### src/rtl/fsr_pkg.sv
// Shared types for the FMA special operand resolver.
package fsr_pkg;
    typedef enum logic [2:0] {
        CL_ZERO = 3'd0,
        CL_FIN  = 3'd1,
        CL_INF  = 3'd2,
        CL_QNAN = 3'd3,
        CL_SNAN = 3'd4
    } opclass_e;
endpackage

### src/rtl/fsr_classify.sv
// Sorts one IEEE-754 operand into a class and extracts its sign.
// Assumes the standard sign|exponent|fraction layout; subnormals are finite.
module fsr_classify #(
    parameter int EXP_W  = 11,
    parameter int FRAC_W = 52,
    localparam int W     = 1 + EXP_W + FRAC_W
) (
    input  logic [W-1:0]     val,
    output fsr_pkg::opclass_e cls,
    output logic             sgn
);
    import fsr_pkg::*;

    logic [EXP_W-1:0]  ex;
    logic [FRAC_W-1:0] fr;

    assign ex  = val[W-2 -: EXP_W];
    assign fr  = val[FRAC_W-1:0];
    assign sgn = val[W-1];

    // Decide the class from exponent and fraction fields.
    always_comb begin
        if (&ex) begin
            if (fr == '0)           cls = CL_INF;
            else if (fr[FRAC_W-1])  cls = CL_QNAN;
            else                    cls = CL_SNAN;
        end else if (ex == '0 && fr == '0) begin
            cls = CL_ZERO;
        end else begin
            cls = CL_FIN;
        end
    end
endmodule

### src/rtl/fsr_nan_pick.sv
// Selects the NaN to return: signalling before quiet, lowest index first.
// Index 0 is z, 1 is x, 2 is y. A signalling pick is returned quieted.
module fsr_nan_pick #(
    parameter int W      = 64,
    parameter int FRAC_W = 52,
    parameter int N      = 3
) (
    input  fsr_pkg::opclass_e cls [N],
    input  logic [W-1:0]      ops [N],
    output logic              hit,
    output logic              sig,
    output logic [W-1:0]      nan_out
);
    import fsr_pkg::*;

    logic           s_any, q_any;
    logic [W-1:0]   s_val, q_val;

    // Scan from the last operand down so the first in order wins.
    always_comb begin
        s_any = 1'b0;
        q_any = 1'b0;
        s_val = '0;
        q_val = '0;
        for (int i = N-1; i >= 0; i--) begin
            if (cls[i] == CL_SNAN) begin
                s_any = 1'b1;
                s_val = ops[i];
            end
            if (cls[i] == CL_QNAN) begin
                q_any = 1'b1;
                q_val = ops[i];
            end
        end
    end

    // Merge the two candidates; quiet the signalling one.
    always_comb begin
        hit     = s_any | q_any;
        sig     = s_any;
        nan_out = '0;
        if (s_any) begin
            nan_out = s_val;
            nan_out[FRAC_W-1] = 1'b1;
        end else if (q_any) begin
            nan_out = q_val;
        end
    end
endmodule

### src/rtl/fsr_inf_zero.sv
// Resolves infinity and zero combinations when no operand is a NaN.
// Assumes NaN inputs are overridden by the NaN picker above it.
module fsr_inf_zero #(
    parameter int EXP_W  = 11,
    parameter int FRAC_W = 52,
    localparam int W     = 1 + EXP_W + FRAC_W
) (
    input  fsr_pkg::opclass_e cls_z,
    input  fsr_pkg::opclass_e cls_x,
    input  fsr_pkg::opclass_e cls_y,
    input  logic              zs,
    input  logic              xs,
    input  logic              ys,
    input  logic [W-1:0]      op_z,
    input  logic              neg_prod,
    input  logic              rnd_down,
    output logic              hit,
    output logic              inv,
    output logic [W-1:0]      res,
    output logic              go
);
    import fsr_pkg::*;

    localparam logic [W-1:0] DEF_NAN = {1'b0, {EXP_W{1'b1}}, 1'b1, {(FRAC_W-1){1'b0}}};

    logic eff, p_inf, p_zero, z_inf, z_zero;

    assign eff    = xs ^ ys ^ neg_prod;
    assign p_inf  = (cls_x == CL_INF)  | (cls_y == CL_INF);
    assign p_zero = (cls_x == CL_ZERO) | (cls_y == CL_ZERO);
    assign z_inf  = (cls_z == CL_INF);
    assign z_zero = (cls_z == CL_ZERO);

    // Apply the ordered special-value rules.
    always_comb begin
        hit = 1'b1;
        inv = 1'b0;
        res = op_z;
        go  = 1'b0;
        if (p_inf && p_zero) begin
            inv = 1'b1;
            res = DEF_NAN;
        end else if (p_inf) begin
            if (z_inf && zs != eff) begin
                inv = 1'b1;
                res = DEF_NAN;
            end else begin
                res = {eff, {EXP_W{1'b1}}, {FRAC_W{1'b0}}};
            end
        end else if (p_zero) begin
            if (z_zero && zs != eff)
                res = {rnd_down, {(W-1){1'b0}}};
        end else if (!z_inf) begin
            hit = 1'b0;
            res = '0;
            go  = 1'b1;
        end
    end
endmodule

### src/rtl/fma_special_resolver.sv
// Top of the special operand resolver for z +/- x*y.
// Classifies the three operands, picks NaNs by priority, otherwise
// resolves infinity/zero cases, and flags when finite arithmetic is needed.
module fma_special_resolver #(
    parameter int EXP_W  = 11,
    parameter int FRAC_W = 52,
    localparam int W     = 1 + EXP_W + FRAC_W,
    localparam int NOPS  = 3
) (
    input  logic [W-1:0] op_z,
    input  logic [W-1:0] op_x,
    input  logic [W-1:0] op_y,
    input  logic         neg_prod,
    input  logic         rnd_down,
    output logic         spec_valid,
    output logic [W-1:0] spec_result,
    output logic         invalid_op,
    output logic         to_datapath
);
    import fsr_pkg::*;

    logic [W-1:0] ops [NOPS];
    opclass_e     cls [NOPS];
    logic         sgn [NOPS];

    assign ops[0] = op_z;
    assign ops[1] = op_x;
    assign ops[2] = op_y;

    for (genvar g = 0; g < NOPS; g++) begin : g_cls
        fsr_classify #(.EXP_W(EXP_W), .FRAC_W(FRAC_W)) u_cls (
            .val(ops[g]), .cls(cls[g]), .sgn(sgn[g])
        );
    end

    logic         n_hit, n_sig;
    logic [W-1:0] n_val;

    fsr_nan_pick #(.W(W), .FRAC_W(FRAC_W), .N(NOPS)) u_nan (
        .cls(cls), .ops(ops), .hit(n_hit), .sig(n_sig), .nan_out(n_val)
    );

    logic         r_hit, r_inv, r_go;
    logic [W-1:0] r_res;

    fsr_inf_zero #(.EXP_W(EXP_W), .FRAC_W(FRAC_W)) u_iz (
        .cls_z(cls[0]), .cls_x(cls[1]), .cls_y(cls[2]),
        .zs(sgn[0]), .xs(sgn[1]), .ys(sgn[2]),
        .op_z(op_z), .neg_prod(neg_prod), .rnd_down(rnd_down),
        .hit(r_hit), .inv(r_inv), .res(r_res), .go(r_go)
    );

    // NaN handling takes precedence over every other rule.
    always_comb begin
        if (n_hit) begin
            spec_valid  = 1'b1;
            spec_result = n_val;
            invalid_op  = n_sig;
            to_datapath = 1'b0;
        end else begin
            spec_valid  = r_hit;
            spec_result = r_res;
            invalid_op  = r_inv;
            to_datapath = r_go;
        end
    end

    // Output consistency checks against the operand classes.
    always_comb begin
        AST_ONE_PATH: assert (spec_valid != to_datapath);
        AST_INV_QNAN: assert (!invalid_op ||
            (spec_valid && (&spec_result[W-2 -: EXP_W]) && spec_result[FRAC_W-1]));
        AST_NAN_WINS: assert (!n_hit || (spec_valid && spec_result[FRAC_W-1] && (&spec_result[W-2 -: EXP_W])));
        AST_GO_FINITE: assert (!to_datapath ||
            (cls[0] inside {CL_ZERO, CL_FIN} && cls[1] == CL_FIN && cls[2] == CL_FIN));
        AST_QNAN_QUIET: assert (!(n_hit && !n_sig) || !invalid_op);
    end
endmodule

### config.mk
export PLATFORM = sky130hd
export DESIGN_NAME = fma_special_resolver
export DESIGN_NICKNAME = d
export VERILOG_FILES = /design/src/rtl/fsr_pkg.sv /design/src/rtl/fsr_classify.sv /design/src/rtl/fsr_nan_pick.sv /design/src/rtl/fsr_inf_zero.sv /design/src/rtl/fma_special_resolver.sv
export SDC_FILE = /design/constraint.sdc
export NUM_CORES = 1
export LEC_CHECK = 0
export BUFFER_PORTS_ARGS = -buffer_cell sky130_fd_sc_hd__buf_2
export CAP_MARGIN = 30
export CORE_MARGIN = 8
export CORE_UTILIZATION = 44
export DETAILED_ROUTE_END_ITERATION = 10
export PLACE_DENSITY = 0.9
export SYNTH_ARGS = -nofsm -noshare
export SYNTH_HDL_FRONTEND = slang
export SYNTH_SLANG_ARGS = --single-unit
### constraint.sdc
create_clock -name vclk -period 4.4
set_input_delay 0.22 -clock vclk [all_inputs]
set_output_delay 0.22 -clock vclk [all_outputs]
set_load 0.01 [all_outputs]
After elaboration in Yosys (flattened, before gate mapping)
Index checks and enable logic that the tools add are counted.
{"block": "totals", "regBits": 0, "input_bits": 194, "out_inout_bits": 67}
{"block": "classes", "n_eq_ne": 10, "n_mux": 47, "bitwise": 5, "n_reduce_logical": 18}
{"op": "2-to-1 mux 64 bit", "count": 15}
{"op": "logical NOT 52 bit", "count": 3}
{"op": "logical NOT 11 bit", "count": 3}
{"op": "AND reduction 11 bit", "count": 3}
{"op": "2-to-1 mux 3 bit", "count": 9}
{"op": "2-to-1 mux 1 bit", "count": 23}
{"op": "equality test 3 x 2 -> 1 bit (second input constant)", "count": 6}
{"op": "equality test 3 bit (second input constant)", "count": 3}
{"op": "logical NOT 3 bit", "count": 3}
{"op": "logical AND 1 bit", "count": 6}
{"op": "bitwise OR 1 bit", "count": 3}
{"op": "bitwise XOR 1 bit", "count": 2}
{"op": "!= test 1 bit", "count": 1}

Logic depth before layout (Yosys ltp)
{"block": "logic_depth", "depth_word": 11, "depth_mapped": 10, "ltp_nobuf": 7}

Hierarchy
From an unflattened synthesis, not the netlist that was laid out.
{"block": "unflattened", "hier_cells": 739, "hier_area_um2": 5475.3}
{"module": "fsr_nan_pick", "n_inst": 1, "cells_per_inst": 399, "area_each_um2": 3037.9, "seq_area_each_um2": 0.0}
{"module": "fma_special_resolver", "n_inst": 1, "cells_per_inst": 74, "area_each_um2": 905.9, "seq_area_each_um2": 0.0}
{"module": "fsr_inf_zero", "n_inst": 1, "cells_per_inst": 173, "area_each_um2": 840.8, "seq_area_each_um2": 0.0}
{"module": "fsr_classify", "n_inst": 3, "cells_per_inst": 31, "area_each_um2": 230.2, "seq_area_each_um2": 0.0}

Least setup slack after synthesis
OpenSTA, ideal clock, no wires.
{"block": "synth_timing", "path_kind": "input port to output port", "from": "input port op_x[51]", "to": "output port spec_result[0]", "arrival_time_ns": 2.457, "required_time_ns": 4.180, "slack_ns": 1.723, "stages": 9, "path_cell_list": "clkbuf_1 > nor4_1 > nand4_1 > nor4_1 > a22o_1 > mux2_2 > a211o_4 > buf_6 > a211o_1"}
{"block": "synth_between", "elab_chain_cells": 10, "word_cells_on_any_way": 28}
{"element": "from (decl)", "line_no": "fma_special_resolver.sv:11", "text": "input logic [W-1:0] op_x,"}
{"element": "logical NOT 52 bit", "line_no": "fsr_classify.sv:24, fsr_classify.sv:27"}
{"element": "logical AND 1 bit", "line_no": "fsr_classify.sv:27", "text": "end else if (ex == '0 && fr == '0) begin"}
{"element": "2-to-1 mux 1 bit", "line_no": "fsr_classify.sv:27"}
{"element": "2-to-1 mux 3 bit (*)", "line_no": "fsr_classify.sv:23", "text": "if (&ex) begin"}
{"element": "equality test 3 x 2 -> 1 bit / logical NOT 3 bit (equally long branches)", "line_no": "fsr_nan_pick.sv:30, fsr_inf_zero.sv:30"}
{"element": "2-to-1 mux 64 bit (tied with other cells) (2 in a row)", "line_no": "fsr_nan_pick.sv:30", "text": "if (cls[i] == CL_QNAN) begin"}
{"element": "2-to-1 mux 64 bit (on tied branches)", "line_no": "fsr_nan_pick.sv:45, fsr_inf_zero.sv:43"}
{"element": "2-to-1 mux 64 bit (on tied branches)", "line_no": "fsr_nan_pick.sv:42, fsr_inf_zero.sv:40"}
{"element": "2-to-1 mux 64 bit (*)", "line_no": "fma_special_resolver.sv:55", "text": "if (n_hit) begin"}
{"element": "to (decl)", "line_no": "fma_special_resolver.sv:16", "text": "output logic [W-1:0] spec_result,"}
Every way passes the cells marked *; elsewhere a longest branch is shown, timed or not.

Final worst setup path
{"block": "layout_timing", "from": "input port op_z[15]", "to": "output port spec_result[7]"}
{"block": "layout_between", "elab_chain_cells": 11, "word_cells_on_any_way": 23}
{"element": "from (decl)", "line_no": "fma_special_resolver.sv:10", "text": "input logic [W-1:0] op_z,"}
{"element": "logical NOT 52 bit (*)", "line_no": "fsr_classify.sv:24, fsr_classify.sv:27"}
{"element": "logical AND 1 bit", "line_no": "fsr_classify.sv:27"}
{"element": "2-to-1 mux 1 bit", "line_no": "fsr_classify.sv:27"}
{"element": "2-to-1 mux 3 bit (*)", "line_no": "fsr_classify.sv:23"}
{"element": "logical NOT 3 bit", "line_no": "fsr_inf_zero.sv:32", "text": "assign z_zero = (cls_z == CL_ZERO);"}
{"element": "logical AND 1 bit", "line_no": "fsr_inf_zero.sv:51", "text": "if (z_zero && zs != eff)"}
{"element": "2-to-1 mux 64 bit", "line_no": "fsr_inf_zero.sv:51"}
{"element": "2-to-1 mux 64 bit", "line_no": "fsr_inf_zero.sv:50", "text": "end else if (p_zero) begin"}
{"element": "2-to-1 mux 64 bit", "line_no": "fsr_inf_zero.sv:43", "text": "end else if (p_inf) begin"}
{"element": "2-to-1 mux 64 bit", "line_no": "fsr_inf_zero.sv:40", "text": "if (p_inf && p_zero) begin"}
{"element": "2-to-1 mux 64 bit (*)", "line_no": "fma_special_resolver.sv:55"}
Marks and branches as above.

==> run metrics <==
status=finished, final reports clean; final slew viol count=0; GRT met1 Usage=35.9%; Die Wd=approximately 100 um; Core Region=7100 um^2; DRC=0; cells after synthesis=561; gr usage total=between 20% and 30%; die area=10,100 um^2; Cells on Worst Hold Path=3; worst path required time=around 4.2 ns; HP Class=input port to output port; antenna violations before repair=0; largest net degree at the start of global routing=63; Post-Route Setup TNS=0 ns; Fin. Hold Viols=0; clkbuf count=0; Worst-Margin Slew=0.628 ns; final weighted congestion in routability-driven placement=0.972; Final setup viols=0; pwr/cell area=40.3 nW/um^2; first-pass GRT wire length=between 20 and 30 mm; Mapped Area=3150 um^2; CP Class=input port to output port; vias in the first global route=5,042; Worst Setup End Kind=output port; YS warnings=0; average cell area after synthesis=between 5 and 6 um^2; cell total after placement=between 800 and 900; fin crit share=86.0%; Avg WL per Cell=around 19 um; grt met2 use=51.8%; CP Launch Type=input port; Hold Path Sink=spec_result[34]; Setup Buffers After CTS=0; fin cells=880; remaining antenna violation count=0; buffers added on ports=261; hold path startpoint=op_z[34]; drt via density=between 6 and 7; crit path max fanout=50; leakage power=2.47 nW; I/O pins=261; seq_cells=0; Rel. slew slack=approximately 58%; Final min period=3.78 ns; vias post-DR=5,536; FP Rows=31; met3 Use GR=6.70%; Post-Syn Nets=755; Post-CTS Resized=0; nets@finish=between 900 and 1,000; Register Area=0 um^2; drt pass-1 iters=6; initial core utilization=between 40 and 50%; FMAX=264 MHz; Setup WS pre-CTS=0.612 ns; Layout area overhead=40.7%; RSZ-0062 raised after global routing=no; final worst setup slack=0.617 ns; Seq/Total Area, Yosys=0%; Worst Path Arrival=3.56 ns; Chip Height=101 um; number of DRC markers in iteration 0=602; max-cap viol count=0; GRT overflow=0; layer with the highest usage=met2; share of layout cells above drive strength 1=36.5%; final WL=16.7 mm; Detailed Place HPWL=approximately 13 mm; Synth cell types=40; peak supply drop=36.8 uV; hold-fix buffers at CTS=0
## layer usage
layer / wire length, um / part of all wire, %
met2: 8060 / 48
met3: 2130 / 13
met4: 489 / 2.9
met1: 6060 / 36
met5: 0 / 0
## where the power goes
group             total, mW  switching [mW]  internal [mW]
sequential                0               0              0
clock          0.0000000304               0   0.0000000304
combinational         0.179          0.0997         0.0788
## placed cells by master, fill, tap and decap left out, drive strengths merged, types with 4 or more instances in the layout
cell and count:
a211o 52, a21oi 103, buf 269, inv 4
nand2 136, nand3 61, nand3b 50, nand4 12
nor2 5, nor3 4, nor4 52, or4 5
## critical path, stage by stage
cell	delay (ns)
buf_2	0.10
nor4_1	0.57
nand4_1	0.25
or4_1	0.67
a221oi_4	0.37
and3_2	0.41
a211o_4	0.55
a211o_1	0.23
buf_2	0.14
## how the worst max path moves through the flow
stage / startpoint / end / slack (ns) / cells after the start
after floorplan: op_x[51] / spec_result[0] / 1.72 / 9
after global placement: op_x[0] / spec_result[9] / 0.69 / 9
after detailed placement: op_z[15] / spec_result[7] / 0.61 / 9
after CTS: op_z[15] / spec_result[9] / 0.61 / 9
after global routing: op_y[0] / spec_result[8] / 0.48 / 9
final: op_z[15] / spec_result[7] / 0.62 / 9
## cell usage after synthesis, drive strengths merged, types with 2 or more instances
cell,number,share of area (%)
inv,4,0.48
xnor2,2,0.56
o2111ai,2,0.56
nand2,136,16
nand3b,50,12
a21oi,103,16
buf,6,1.9
a211o,52,15
nand3,61,9.7
and2,3,0.60
o21ai,2,0.32
nor3,4,0.64
clkbuf,44,5.2
and3,3,0.64
nor2,5,0.83
or4,5,1.4
nor4,52,11
nand4,12,2.4
## stage by stage
step / utilization, % / hold slack (ns) / cell area [um^2] / total power [mW]
after floorplan: - / 0.555 / 3150 / 0.0356
after global placement: 62.3 / 0.745 / 4430 / 0.171
after detailed placement: 62.3 / 0.749 / 4430 / 0.174
after CTS: 62.3 / 0.750 / 4430 / 0.174
after global routing: 62.3 / 0.762 / 4430 / 0.191
final: 62.4 / 0.746 / 4430 / 0.179
## final cells by class
class,instances,area (um^2)
Antenna cell,1,2.50
Inverter,4,15.0
Fill cell,694,2670
Tap cell,99,124
Timing Repair Buffer,269,1370
Multi-Input combinational cell,507,2920
## logic make-up after synthesis
family          share of synthesized area, %
xor+xnor                               0.835
mux                                    0.358
buf+inv                                 7.67
compound gates                          35.3
simple gates                            55.8
Power figures use the tool's default switching activity.
